### config.mk
export PLATFORM = sky130hd
export DESIGN_NAME = cnt_adc_seq
export DESIGN_NICKNAME = d
export VERILOG_FILES = /design/src/rtl/cadc_pkg.sv /design/src/rtl/cadc_sync.sv /design/src/rtl/cadc_codepipe.sv /design/src/rtl/cadc_step.sv /design/src/rtl/cnt_adc_seq.sv
export SDC_FILE = /design/constraint.sdc
export NUM_CORES = 1
export LEC_CHECK = 0
export BUFFER_PORTS_ARGS = -buffer_cell sky130_fd_sc_hd__buf_2
export CAP_MARGIN = 20
export CORE_UTILIZATION = 42
export CTS_BUF_LIST = sky130_fd_sc_hd__clkbuf_16
export DETAILED_ROUTE_END_ITERATION = 10
export GPL_TIMING_DRIVEN = 1
export HOLD_SLACK_MARGIN = 0.15
export PLACE_DENSITY = 0.57
export REMOVE_ABC_BUFFERS = 1
export SYNTH_ARGS = -nofsm -noshare
export SYNTH_HDL_FRONTEND = slang
export SYNTH_SLANG_ARGS = --single-unit
### constraint.sdc
create_clock -name clk -period 3.05 [get_ports clk]
set_input_delay 0.1525 -clock clk [delete_from_list [all_inputs] [get_ports clk]]
set_output_delay 0.1525 -clock clk [all_outputs]
set_load 0.005 [all_outputs]
### src/rtl/cadc_pkg.sv
package cadc_pkg;

    // Phase of the ramp conversion controller
    typedef enum logic {
        PH_IDLE = 1'b0,
        PH_RUN  = 1'b1
    } cadc_phase_e;

endpackage

### src/rtl/cadc_sync.sv
// Chain of flops that brings the asynchronous comparator bit into the clock domain.
module cadc_sync #(
    parameter int STAGES = 2
) (
    input  logic clk,
    input  logic rst_n,
    input  logic async_in,
    output logic sync_out
);

    logic [STAGES:0] chain;

    assign chain[0] = async_in;

    for (genvar i = 0; i < STAGES; i++) begin : g_stage
        always_ff @(posedge clk) begin
            if (!rst_n) begin
                chain[i+1] <= 1'b0;
            end else begin
                chain[i+1] <= chain[i];
            end
        end
    end

    assign sync_out = chain[STAGES];

endmodule

### src/rtl/cadc_codepipe.sv
// Tagged delay line: keeps each code aligned with the comparator verdict about it.
module cadc_codepipe #(
    parameter int WIDTH = 8,
    parameter int DEPTH = 2
) (
    input  logic             clk,
    input  logic             rst_n,
    input  logic             flush,
    input  logic             in_tag,
    input  logic [WIDTH-1:0] in_code,
    output logic             out_tag,
    output logic [WIDTH-1:0] out_code
);

    logic [DEPTH:0]            tag_q;
    logic [DEPTH:0][WIDTH-1:0] code_q;

    assign tag_q[0]  = in_tag;
    assign code_q[0] = in_code;

    for (genvar i = 0; i < DEPTH; i++) begin : g_slot
        always_ff @(posedge clk) begin
            if (!rst_n || flush) begin
                tag_q[i+1]  <= 1'b0;
                code_q[i+1] <= '0;
            end else begin
                tag_q[i+1]  <= tag_q[i];
                code_q[i+1] <= code_q[i];
            end
        end
    end

    assign out_tag  = tag_q[DEPTH];
    assign out_code = code_q[DEPTH];

endmodule

### src/rtl/cadc_step.sv
// Next-code function: clear, hold, or a saturating single step up or down.
module cadc_step #(
    parameter int WIDTH = 8
) (
    input  logic [WIDTH-1:0] cur,
    input  logic             clr,
    input  logic             hold,
    input  logic             up,
    output logic [WIDTH-1:0] nxt
);

    localparam logic [WIDTH-1:0] TOP = '1;
    localparam logic [WIDTH-1:0] BOT = '0;

    always_comb begin
        if (clr) begin
            nxt = BOT;
        end else if (hold) begin
            nxt = cur;
        end else if (up) begin
            nxt = (cur == TOP) ? cur : cur + 1'b1;
        end else begin
            nxt = (cur == BOT) ? cur : cur - 1'b1;
        end
    end

endmodule

### src/rtl/cnt_adc_seq.sv
module cnt_adc_seq
    import cadc_pkg::*;
#(
    parameter int WIDTH       = 8,
    parameter int SYNC_STAGES = 2
) (
    input  logic             clk,
    input  logic             rst_n,
    input  logic             track_en,
    input  logic             start,
    input  logic             cmp_below,
    output logic [WIDTH-1:0] dac_code,
    output logic [WIDTH-1:0] result,
    output logic             valid,
    output logic             overrange
);

    localparam logic [WIDTH-1:0] CODE_MAX  = '1;
    localparam logic [WIDTH-1:0] CODE_ZERO = '0;

    typedef struct packed {
        cadc_phase_e      phase;
        logic             trk;
        logic [WIDTH-1:0] code;
        logic [WIDTH-1:0] res;
        logic             vld;
        logic             ovr;
    } seq_t;

    seq_t st_d, st_q;

    logic             cmp_s;
    logic             p_tag;
    logic [WIDTH-1:0] p_code;
    logic             mode_chg;
    logic             accept;
    logic             running;
    logic             judging;
    logic             trip;
    logic             full;
    logic             live_trk;
    logic             step_clr;
    logic             step_hold;
    logic             step_up;
    logic [WIDTH-1:0] step_nxt;

    cadc_sync #(
        .STAGES (SYNC_STAGES)
    ) u_sync (
        .clk      (clk),
        .rst_n    (rst_n),
        .async_in (cmp_below),
        .sync_out (cmp_s)
    );

    cadc_codepipe #(
        .WIDTH (WIDTH),
        .DEPTH (SYNC_STAGES)
    ) u_pipe (
        .clk      (clk),
        .rst_n    (rst_n),
        .flush    (step_clr),
        .in_tag   (running),
        .in_code  (st_q.code),
        .out_tag  (p_tag),
        .out_code (p_code)
    );

    cadc_step #(
        .WIDTH (WIDTH)
    ) u_step (
        .cur  (st_q.code),
        .clr  (step_clr),
        .hold (step_hold),
        .up   (step_up),
        .nxt  (step_nxt)
    );

    // Decisions for this cycle
    always_comb begin
        mode_chg  = (track_en != st_q.trk);
        live_trk  = !mode_chg && st_q.trk;
        running   = !mode_chg && !st_q.trk && (st_q.phase == PH_RUN);
        accept    = !mode_chg && !st_q.trk && (st_q.phase == PH_IDLE) && start;
        judging   = running && p_tag;
        trip      = judging && !cmp_s;
        full      = judging && cmp_s && (p_code == CODE_MAX);
        step_clr  = mode_chg || accept;
        step_hold = !(live_trk || (running && !trip && !full));
        step_up   = live_trk ? cmp_s : 1'b1;
    end

    // Next state
    always_comb begin
        st_d      = st_q;
        st_d.code = step_nxt;
        st_d.trk  = track_en;
        if (mode_chg) begin
            st_d.phase = PH_IDLE;
            st_d.res   = CODE_ZERO;
            st_d.vld   = 1'b0;
            st_d.ovr   = 1'b0;
        end else if (st_q.trk) begin
            st_d.phase = PH_IDLE;
            st_d.res   = step_nxt;
            st_d.vld   = 1'b1;
            st_d.ovr   = 1'b0;
        end else begin
            st_d.vld = 1'b0;
            if (accept) begin
                st_d.phase = PH_RUN;
                st_d.ovr   = 1'b0;
            end
            if (trip) begin
                st_d.phase = PH_IDLE;
                st_d.res   = p_code;
                st_d.vld   = 1'b1;
            end else if (full) begin
                st_d.phase = PH_IDLE;
                st_d.res   = CODE_MAX;
                st_d.vld   = 1'b1;
                st_d.ovr   = 1'b1;
            end
        end
    end

    always_ff @(posedge clk) begin
        if (!rst_n) begin
            st_q     <= '0;
            st_q.trk <= track_en;
        end else begin
            st_q <= st_d;
        end
    end

    assign dac_code  = st_q.code;
    assign result    = st_q.res;
    assign valid     = st_q.vld;
    assign overrange = st_q.ovr;

endmodule

# == Yosys cells after proc, flatten, opt, wreduce, memory -nomap -nowiden ==
# Cells that the tools add are included.
# op_classes
addsub,2
mul,0
div_mod_pow,0
magnitude_cmp,0
eq_ne,3
n_shift,0
n_mux,11
n_bitwise,2
reduce_logical,25
# op_table
op,n
8-bit two-way mux,5
10-bit two-way mux,2
"8-bit == test, second input constant",2
1-bit logical AND,11
9-bit two-way mux,1
"8-bit by 1-bit adder with 8-bit output, second input constant",1
8-bit zero test,1
"8-bit by 1-bit subtractor with 8-bit output, second input constant",1
1-bit zero test,6
5-bit OR reduction,1
1-bit logical OR,3
1-bit two-way mux,3
3-bit nonzero test,1
3-bit OR reduction,1
1-bit inverter,2
2-bit OR reduction,1
1-bit inequality test,1
# totals
ff_bits,40
latch_bits,0
ramBits,0
romBits,0
elab_cells,55
mem_count,0

# == Longest topological paths before layout ==
# depth
word_depth,13
depth_mapped,9

# == Cells and area by module ==
# Synthesis repeated with hierarchy kept, for this count alone.
# hier_totals
hier_cells,239
hier_area_um2,2178.3
# modules_own_cells
mod,n_inst,cells_per_inst,area_each_um2,seq_area_each_um2
cnt_adc_seq,1,103,952.2,400.4
cadc_codepipe,1,46,610.6,360.3
cadc_step,1,86,563.0,0.0
cadc_sync,1,4,52.6,40.0

# == Worst setup path after synthesis ==
# No wires, ideal clock.
# synth_path
kind,register to register
startpoint,register u_pipe.code_q (netlist bit dac_code[1])
endpoint,register st_q (netlist bit result[6])
t_arrival_ns,2.239
t_required_ns,2.947
path_slack_ns,0.708
path_stages_with_launch,9
path_buffers,1
synth_period_minus_slack_ns,2.342
cell_sequence,dfxtp_1 inv_1 ha_1 or4b_1 clkbuf_1 or4b_1 a211oi_2 o221ai_2 a2111oi_2
# synth_between
elab_chain_len,6
# synth_rtl
item,line,text
from (decl),cadc_codepipe.sv:16,logic [DEPTH:0][WIDTH-1:0] code_q;
8-bit by 1-bit subtractor with 8-bit output (tied with other cells),cadc_step.sv:23,nxt = (cur == BOT) ? cur : cur - 1'b1;
"8-bit two-way mux, on equally long branches","cadc_step.sv:23, cadc_step.sv:21",
8-bit two-way mux *,cadc_step.sv:20,end else if (up) begin
8-bit two-way mux *,cadc_step.sv:18,end else if (hold) begin
8-bit two-way mux *,cadc_step.sv:16,if (clr) begin
10-bit two-way mux *,cnt_adc_seq.sv:103,end else if (st_q.trk) begin
to (signal assigned),cnt_adc_seq.sv:132,st_q <= st_d;
to (decl),cnt_adc_seq.sv:30,"seq_t st_d, st_q;"
# Every way passes the cells marked *; elsewhere a longest branch is shown, timed or not.
# A chain may end at the register's enable or synchronous reset.

# == Final worst setup path ==
# Same ends and word-level chain as after synthesis.

==> impl_metrics.env <==
export IMPL_status="complete, no violations"
export IMPL_cp_cell_sequence="inv_1 > ha_1 > or4b_1 > or4b_1 > a211oi_2 > o221ai_2 > a2111oi_2"
export IMPL_clock_fmax_ghz=0.395
export IMPL_final_setup_viol_count=0
export IMPL_synth_cell_types=51
export IMPL_worst_pin_slew_ns=0.827
export IMPL_drt_initial_drc_count=175
export IMPL_cp_required_ns=3.24
export IMPL_hold_viol=0
export IMPL_maxCapViolations=0
export IMPL_fin_crit_sh_pct=83.0
export IMPL_cp_max_fo=10
export IMPL_drc=0
export IMPL_power_total_mw=1.24
export IMPL_slew_viol_final=0
export IMPL_synth_edf_count=0
export IMPL_critical_path_buf_inv_count=1
export IMPL_p_leak_nw=0.954
export IMPL_area_growth_pct=12.9
export IMPL_die_area_um2=5210
export IMPL_postCtsHoldBufs=4
export IMPL_fin_skew_ns=0.00489
export IMPL_critPathSlowestCell="dfxtp_1"
export IMPL_rows=25
export IMPL_htreeDepth=2
export IMPL_ys_seq_area_share_pct=38.7
export IMPL_die_h_um=72.2
export IMPL_period_needed_ns=2.53
export IMPL_vias_per_cell=5.77
export IMPL_power_density_nw_per_um2=531
export IMPL_slowest_delay_ns=0.49
export IMPL_finalNetCount=261
export IMPL_post_dp_hpwl_um=3840
export IMPL_clkSinkCount=40
export IMPL_slew_headroom_pct=44.8
export IMPL_arrival_ns=2.72
export IMPL_routed_wl_um=5400
export IMPL_cts_root_buf="clkbuf_16"
export IMPL_rr_worst_depth=7
export IMPL_core_area_um2=4720
export IMPL_start_util_pct=43.8
export IMPL_grt_max_degree=20
export IMPL_grtUsageTotal_pct=22.7
export IMPL_start_kind="flop"
export IMPL_ant_nets=0
export IMPL_cp_num_cells=7
export IMPL_final_cells=319
export IMPL_nFillCells=455
export IMPL_crit_family="simple AND/OR/NAND/NOR gates"
export IMPL_numCtsBuffers=5
export IMPL_clk_latency_ns=0.28
export IMPL_io_pins=23
export IMPL_critPathKind="reg2reg"
export IMPL_grt_setup_unrepaired="false"
export IMPL_dieWidth_um=72.2
export IMPL_num_vias=1841
export IMPL_ys_ff_latch=40
export IMPL_post_drt_wl_per_cell_um=16.9
export IMPL_dp_cells=307
export IMPL_antenna_found_initial=0
export IMPL_grt_pass1_vias=1719
export IMPL_post_cts_buffers=0
export IMPL_clockBufferDepth=2
export IMPL_synthArstFlopShare_pct=0
export IMPL_dominantRegCellSynth="dfxtp_1"
export IMPL_overflow=0
export IMPL_ir_drop_mv=0.302
export IMPL_diodes=0
export IMPL_tns_ns=0
export IMPL_gp_congestion=0.905
export IMPL_placed_cell_area_um2=2130
export IMPL_ctsResizeCount=0
export IMPL_yosysWarnings=0
export IMPL_clk_pin_slew_worst_paths_ns=0.06
export IMPL_hold_depth=3
export IMPL_hp_class="in2reg"
export IMPL_synth_avg_cell_area_um2=8.52
export IMPL_synth_area_um2=2070
export IMPL_fin_hold_ws_ns=0.203
export IMPL_netlist_instances=243
export IMPL_endpoint_kind="flop"
export IMPL_cts_tree="built"
export IMPL_drive_gt1_share_pct=15.9
export IMPL_firstDrtPassIters=5
export IMPL_final_area_um2=2340
export IMPL_cpMostUsedCell="or4b_1"
export IMPL_io_buffers=22
export IMPL_grt_pass1_wl_um=8920
-- registers in the layout, summed over array words and instances (netlist names) --
name and count:
st_q 2, dac_code 8, valid 1, u_pipe.out_code 8
u_sync.chain 1, result 8, u_sync.sync_out 1, u_pipe.code_q 8
u_pipe.tag_q 1, overrange 1, u_pipe.out_tag 1
-- where the power goes --
group	internal, mW	leakage, nW	switching [mW]	total, mW
Clock	0.389	0.0804	0.221	0.610
Combinational	0.0346	0.550	0.0606	0.0952
Sequential	0.529	0.323	0.00688	0.536
Total	0.952	0.954	0.289	1.24
-- worst register-to-register path, stage by stage (launching register included) --
cell	delay, ns
dfxtp_1	0.49
inv_1	0.17
ha_1	0.20
or4b_1	0.31
or4b_1	0.48
a211oi_2	0.30
o221ai_2	0.13
a2111oi_2	0.35
-- cells in the mapped netlist (5+ instances only) --
| cell | instances | area share, % |
|---|---|---|
| o22ai_1 | 6 | 1.8 |
| a211oi_1 | 5 | 1.8 |
| ha_1 | 5 | 3.0 |
| clkbuf_1 | 12 | 2.2 |
| dfxtp_1 | 40 | 39 |
| nand4_1 | 8 | 2.4 |
| nand3_1 | 9 | 2.2 |
| inv_1 | 6 | 1.1 |
| a31oi_1 | 7 | 2.1 |
| o21ai_1 | 7 | 1.7 |
| nor3_1 | 10 | 2.4 |
| buf_4 | 16 | 5.8 |
| a21oi_1 | 6 | 1.5 |
| nor2_1 | 16 | 2.9 |
| o21ai_0 | 5 | 1.2 |
| nand2_1 | 14 | 2.5 |
| and3_1 | 16 | 4.8 |
-- area by class of cell --
cell class	count	area, µm²	share of cell area [%]
Multi-Input combinational cell	167	1070	45.8
Sequential cell	40	801	34.3
Timing Repair Buffer	31	188	8.03
Clock buffer	5	125	5.35
Tap cell	67	83.8	3.59
Clock inverter	3	46.3	1.98
Inverter	6	22.5	0.964
-- logic make-up (layout without fill, tap and decap cells) --
kind of cell	count (synthesis)	after routing	share of synthesized area (%)
buf+inv	36	45	9.55
mux	4	4	1.93
flops	40	40	38.7
simple gates	102	102	27.8
compound gates	55	55	18.6
xor+xnor	1	1	0.423
fa+ha+maj	5	5	3.02
-- per-layer routing --
layer | vias up | wire length (µm) | GRT usage, % | share of wire (%)
li1 | 902 | - | - | -
met1 | 865 | 2530 | 31.5 | 47
met5 | - | 0 | 0 | 0
met3 | 8 | 325 | 5.56 | 6.0
met4 | 0 | 87 | 6.75 | 1.6
met2 | 66 | 2460 | 34.8 | 45
-- stage by stage --
step / worst slack [ns] / util (%)
final: 0.520 / 49.5
after global routing: 0.301 / 49.5
after CTS: 0.540 / 49.5
after detailed placement: 0.563 / 45.0
after global placement: 0.613 / 45.0
after floorplan: 0.782 / -
-- final timing paths --
kind,slack [ns],from,to
setup reg to reg,0.52,dac_code[1],result[6]
hold / removal,0.20,start,st_q[19]
setup / recovery,0.52,dac_code[1],result[6]
hold reg to reg,0.44,u_sync.chain[1],u_sync.sync_out
-- cell usage in the layout (no fill, tap or decap), types with 2 or more instances in the layout --
cell type and instances:
dfxtp_1 40, buf_2 22, nor2_1 16, and3_1 16, nand2_1 14, nor3_1 10, nand3_1 9, nand4_1 8
a31oi_1 7, o21ai_1 7, inv_1 6, o22ai_1 6, a21oi_1 6, o21ai_0 5, a211oi_1 5, ha_1 5
clkbuf_16 5, buf_4 5, nand2b_1 4, or3_1 4, mux2i_1 4, dlygate4sd3_1 4, nand3b_1 3, and4_1 3
nor2b_1 2, or2_1 2, or4b_1 2, o2bb2ai_1 2, a2bb2oi_1 2, o41ai_1 2, and2_1 2
(Power assumes the default switching activity.)
